## src/rtl/gpio_bank32.sv

```systemverilog
module gpio_bank32 #(
  parameter int NPIN          = 32,
  parameter int AW            = 8,
  parameter bit TWO_BIT_SENSE = 1'b0
) (
  input  logic            clk,
  input  logic            rst_n,
  input  logic            bus_wr,
  input  logic            bus_rd,
  input  logic [AW-1:0]   bus_addr,
  input  logic [NPIN-1:0] bus_wdata,
  output logic [NPIN-1:0] bus_rdata,
  input  logic [NPIN-1:0] pad_in,
  output logic [NPIN-1:0] pad_out,
  output logic [NPIN-1:0] pad_oe,
  output logic            irq
);
  localparam int HALF = NPIN / 2;
  localparam logic [AW-1:0] A_DIR  = AW'(8'h00);
  localparam logic [AW-1:0] A_ODR  = AW'(8'h04);
  localparam logic [AW-1:0] A_DAT  = AW'(8'h08);
  localparam logic [AW-1:0] A_EV   = AW'(8'h0C);
  localparam logic [AW-1:0] A_MSK  = AW'(8'h10);
  localparam logic [AW-1:0] A_SNSA = AW'(8'h14);
  localparam logic [AW-1:0] A_SNSB = AW'(8'h18);

  logic [NPIN-1:0] dir_q, odr_q, dat_q, ev_q, msk_q, sns_a_q, sns_b_q;
  logic [NPIN-1:0] s1_q, s2_q, s3_q;
  logic [NPIN-1:0] rise, fall, hit, rd_mux;
  logic            wr_ev;

  assign rise  = s2_q & ~s3_q;
  assign fall  = ~s2_q & s3_q;
  assign wr_ev = bus_wr && (bus_addr == A_EV);

  for (genvar b = 0; b < NPIN; b++) begin : g_sense
    if (TWO_BIT_SENSE) begin : g_two
      logic [1:0] code;
      if (b >= HALF) begin : g_hi
        assign code = sns_a_q[(b-HALF)*2 +: 2];
      end else begin : g_lo
        assign code = sns_b_q[b*2 +: 2];
      end
      always_comb begin
        case (code)
          2'b10:   hit[b] = fall[b];
          2'b01:   hit[b] = rise[b];
          default: hit[b] = rise[b] | fall[b];
        endcase
      end
    end else begin : g_one
      assign hit[b] = fall[b] | (~sns_a_q[b] & rise[b]);
    end
  end

  always_ff @(posedge clk or negedge rst_n) begin
    if (!rst_n) begin
      s1_q <= '0;
      s2_q <= '0;
      s3_q <= '0;
    end else begin
      s1_q <= pad_in;
      s2_q <= s1_q;
      s3_q <= s2_q;
    end
  end

  always_ff @(posedge clk or negedge rst_n) begin
    if (!rst_n) begin
      dir_q   <= '0;
      odr_q   <= '0;
      dat_q   <= '0;
      msk_q   <= '0;
      sns_a_q <= '0;
      sns_b_q <= '0;
    end else if (bus_wr) begin
      case (bus_addr)
        A_DIR:  dir_q   <= bus_wdata;
        A_ODR:  odr_q   <= bus_wdata;
        A_DAT:  dat_q   <= bus_wdata;
        A_MSK:  msk_q   <= bus_wdata;
        A_SNSA: sns_a_q <= bus_wdata;
        A_SNSB: if (TWO_BIT_SENSE) sns_b_q <= bus_wdata;
        default: ;
      endcase
    end
  end

  always_ff @(posedge clk or negedge rst_n) begin
    if (!rst_n) ev_q <= '0;
    else        ev_q <= (ev_q & ~(wr_ev ? bus_wdata : '0)) | hit;
  end

  always_comb begin
    case (bus_addr)
      A_DIR:   rd_mux = dir_q;
      A_ODR:   rd_mux = odr_q;
      A_DAT:   rd_mux = (dat_q & dir_q) | (s2_q & ~dir_q);
      A_EV:    rd_mux = ev_q;
      A_MSK:   rd_mux = msk_q;
      A_SNSA:  rd_mux = sns_a_q;
      A_SNSB:  rd_mux = TWO_BIT_SENSE ? sns_b_q : '0;
      default: rd_mux = '0;
    endcase
  end

  always_ff @(posedge clk or negedge rst_n) begin
    if (!rst_n)      bus_rdata <= '0;
    else if (bus_rd) bus_rdata <= rd_mux;
  end

  assign pad_out = dat_q;
  assign pad_oe  = dir_q;
  assign irq     = |(ev_q & msk_q);
endmodule


```

## config.mk

```make
export PLATFORM = sky130hd
export DESIGN_NAME = gpio_bank32
export DESIGN_NICKNAME = d
export VERILOG_FILES = /design/src/rtl/gpio_bank32.sv
export SDC_FILE = /design/constraint.sdc
export NUM_CORES = 1
export LEC_CHECK = 0
export CORE_MARGIN = 5
export CORE_UTILIZATION = 45
export DETAILED_ROUTE_END_ITERATION = 7
export GPL_TIMING_DRIVEN = 0
export PLACE_DENSITY_LB_ADDON = 0.05
export SKIP_CTS_REPAIR_TIMING = 1
export SLEW_MARGIN = 20
export SYNTH_ARGS = -nofsm -noshare
export SYNTH_HDL_FRONTEND = slang
export SYNTH_SLANG_ARGS = --single-unit
```

## constraint.sdc

```tcl
create_clock -name clk -period 4.8 [get_ports clk]
set_clock_uncertainty 0.2 [all_clocks]
set_input_delay 0.96 -clock clk [delete_from_list [all_inputs] [get_ports clk]]
set_output_delay 0.96 -clock clk [all_outputs]
set_load 0.05 [all_outputs]
```

==> out/summary.md <==
Status
• complete, no violations — run status

Route
• 0 — DRC Markers
• 36,600 um — sum of routed wire length over all layers
• 22.8 um — average wire per cell in the routed design
• 8,971 — detailed-route via count
• 0 — count of antenna-violating nets left after detailed routing
• 5 — first-pass detailed-route iteration total
• 5.58 — average via count per standard cell
• 600 — Iteration-0 DRC Markers

Floorplan
• 0.0287 mm2 — Core ar.
• 173 — # IOs
• 0.0325 mm2 — die footprint
• 45.5% — Starting Density
• 180 um — Die Wd
• 62 — total number of placement rows
• 180 um — Die H

Placed design
• 24,600 um — detailed-placement wirelength estimate
• 0.832 — last weighted congestion value of the routability-driven placer
• 1080 ps — worst setup timing slack at the placement stage
• 171 — total of buffers placed on input and output ports

Yosys
• sky130_fd_sc_hd__dfrtp_1 — most frequent cell after synthesis
• 988 — Syn Inst Count
• 32 — unique cell type count in the Yosys netlist
• 61.3% — share of the yosys chip area belonging to registers
• 0% — XOR/XNOR share of the synthesized area
• 13.2 um2 — synthesized area per cell
• 100% — FFs w/ async S/R, synth
• 1,064 — Synth Net Count
• sky130_fd_sc_hd__dfrtp_1 (320), sky130_fd_sc_hd__mux2_2 (152), sky130_fd_sc_hd__mux2i_1 (94), sky130_fd_sc_hd__nand2_1 (67), sky130_fd_sc_hd__a22oi_1 (48) — most common library cells after synthesis
• 5.47% — Synth Area in Simple Gates
• 61.3% — top cell type's share of synthesized area
• multiplexers — dominant combinational cell family by area after synthesis
• 21.0% — mux share of post-synthesis cell area
• sky130_fd_sc_hd__dfrtp_1 (61%), sky130_fd_sc_hd__mux2_2 (13%), sky130_fd_sc_hd__mux2i_1 (7.2%) — main area contributors after synthesis
• 0.0131 mm2 — post-synth design cell area
• 0% — post-synthesis share of cell area spent on full adders, half adders and majority gates
• sky130_fd_sc_hd__dfrtp_1 — cell type contributing the most total cell area after synthesis
• 320 — flip-flop and latch count after synthesis
• 0 — count of flip-flops with a built-in enable after synthesis
• 0 — total of warnings raised by yosys
• sky130_fd_sc_hd__dfrtp_1 — primary flip-flop cell chosen by synthesis mapping
• 9.25% — fraction of the mapped netlist area in compound gates

GRT
• 0 — GR Overflow Total
• 9,462 — via count of the first global-routing pass
• 56,900 um — global-route wire length before repair
• 2 — antenna violations before repair
• 22.4% — combined global-route utilization of all metal layers
• 100 — pin count of the biggest net entering global routing

CTS
• 2 — H-tree levels
• 320 — number of clock sinks seen by CTS
• yes — clock tree from TritonCTS
• sky130_fd_sc_hd__clkbuf_16 — CTS root buffer
• 36 — Num CTS Buffers
• 60 ps — clock transition at the registers of the reported paths
• 500 ps — later-pin clock latency in the skew report
• 3 — maximum number of buffers from clock root to sink

Layout
• 19.7% — share of post-route cells with drive strength above 1
• 26.4% — area growth from synthesis to layout
• 2,429 — fill cell total of the finished layout
• 1,276 — number of nets at the end of the flow

Setup path
• 4 — cells on worst reg2reg path
• bus_rdata[6] — worst reg2reg endpoint
• 3320 ps — minimum setup slack among reg-to-reg paths
• flip-flop to primary output — category of the critical setup timing path
• primary output — critical path capture point type
• 2900 ps — data arrival time at the worst-slack endpoint
• 3 — Max Fanout on Critical Path
• flip-flop — kind of launch point of the worst setup path
• 3640 ps — required time of the worst setup path
• pad_oe[6] — reg2reg start

Min path
• input pin to async pin — worst min-delay path class

STA
• false — RSZ-0062 raised after global routing
• 0 — Max Transition Viols Final
• 742 ps — worst path setup slack after routing
• 0 — final hold vios
• 4060 ps — clock period minus final worst setup slack
• 31.7% — remaining max-slew budget at the tightest pin
• 246 MHz — fmax
• 84.5% — fraction of the cycle the final worst path needs
• 1020 ps — slew at the pin closest to its max-slew limit
• 0 — setup-violating endpoint count in the final report

Pwr
• 6280 uW — Pwr Total
• 0.00736 uW — Leak Pwr
• 0.000254 V — worst supply voltage drop on vdd
• 381 mW/mm2 — pwr dens

Flow run
• 0 — count of maximum capacitance violations

[stage by stage]
step / util [%] / setup TNS [ps] / hold WS, ps / area (um2) / instances
finish: 57.5 / 0 / 110 / 16500 / 1608
detailed placement: 53.4 / 0 / 136 / 15300 / 1546
floorplan: - / 0 / 131 / 13100 / 988
global placement: 53.1 / -3691720 / 134 / 15200 / 1543
CTS: 57.5 / 0 / 103 / 16500 / 1606
global route: 57.5 / 0 / 120 / 16500 / 1608
[worst max-delay path by stage]
stage                      startpoint          end  slack (ps)  cells past startpoint
after floorplan           bus_addr[5]  pad_out[21]        2140                      4
after global placement          rst_n     s1_q[24]      -11580                      1
after detailed placement  bus_addr[5]  sns_a_q[25]        1080                      5
after CTS                    ev_q[29]          irq         740                      4
after global routing         ev_q[29]          irq         620                      4
final                        ev_q[29]          irq         740                      4
[state kept, by name (all words and copies together) (netlist names)]
name and count:
bus_rdata 32, ev_q 32, msk_q 32, odr_q 32, pad_oe 32, pad_out 32, s1_q 32, s2_q 32
s3_q 32, sns_a_q 32
[power breakdown]
group / internal [uW] / switching [uW] / total (uW)
Sequential: 2820 / 96.6 / 2920
Clock: 1650 / 1040 / 2690
Combinational: 258 / 414 / 673
[routing by layer]
metal  global-route usage [%]  part of all wire [%]
met5                        0                     0
met4                     7.05                   2.6
met3                     3.55                   4.5
met2                     35.6                    47
met1                     31.9                    46
[worst max-delay path, stage by stage (launching register included)]
cell and delay, ps:
sky130_fd_sc_hd__dfrtp_1 410, sky130_fd_sc_hd__a22oi_1 390, sky130_fd_sc_hd__nand4_1 210, sky130_fd_sc_hd__or4_1 640
sky130_fd_sc_hd__clkdlybuf4s50_1 740
[final cells by class]
class | instances | area, um2 | share of cell area, %
diodes | 2 | 5.00 | 0.0303
plain buffers | 53 | 259 | 1.57
clock buffers | 55 | 1080 | 6.57
clock inverters | 5 | 75.1 | 0.455
inverters | 33 | 124 | 0.751
multi-input cells | 582 | 4660 | 28.3
flip-flops and latches | 320 | 8010 | 48.5
well taps | 384 | 480 | 2.91
repair buffers | 174 | 1800 | 10.9
[placed cells by master, fill, tap and decap left out, types with 31 or more instances in the layout]
master                            Yosys  layout
sky130_fd_sc_hd__mux2_2             152     152
sky130_fd_sc_hd__o21ai_0             32      32
sky130_fd_sc_hd__inv_1               33      33
sky130_fd_sc_hd__a22oi_1             48      48
sky130_fd_sc_hd__a221o_1             32      32
sky130_fd_sc_hd__o22ai_1             31      31
sky130_fd_sc_hd__clkbuf_16            0      37
sky130_fd_sc_hd__nor3_1              33      33
sky130_fd_sc_hd__clkdlybuf4s50_1      0     170
sky130_fd_sc_hd__a21oi_1             31      31
sky130_fd_sc_hd__nand2_1             67      67
sky130_fd_sc_hd__mux2i_1             94      94
sky130_fd_sc_hd__clkbuf_1            22      31
sky130_fd_sc_hd__dfrtp_1            320     320
sky130_fd_sc_hd__nor2_1              33      33
[kinds of logic (layout without fill, tap and decap cells)]
logic type / after synthesis / count (layout)
compound gates: 176 / 176
buf+inv: 86 / 320
flops: 320 / 320
mux: 254 / 254
other cells: 0 / 2
simple gates: 152 / 152
Power figures use the tool's default switching activity.
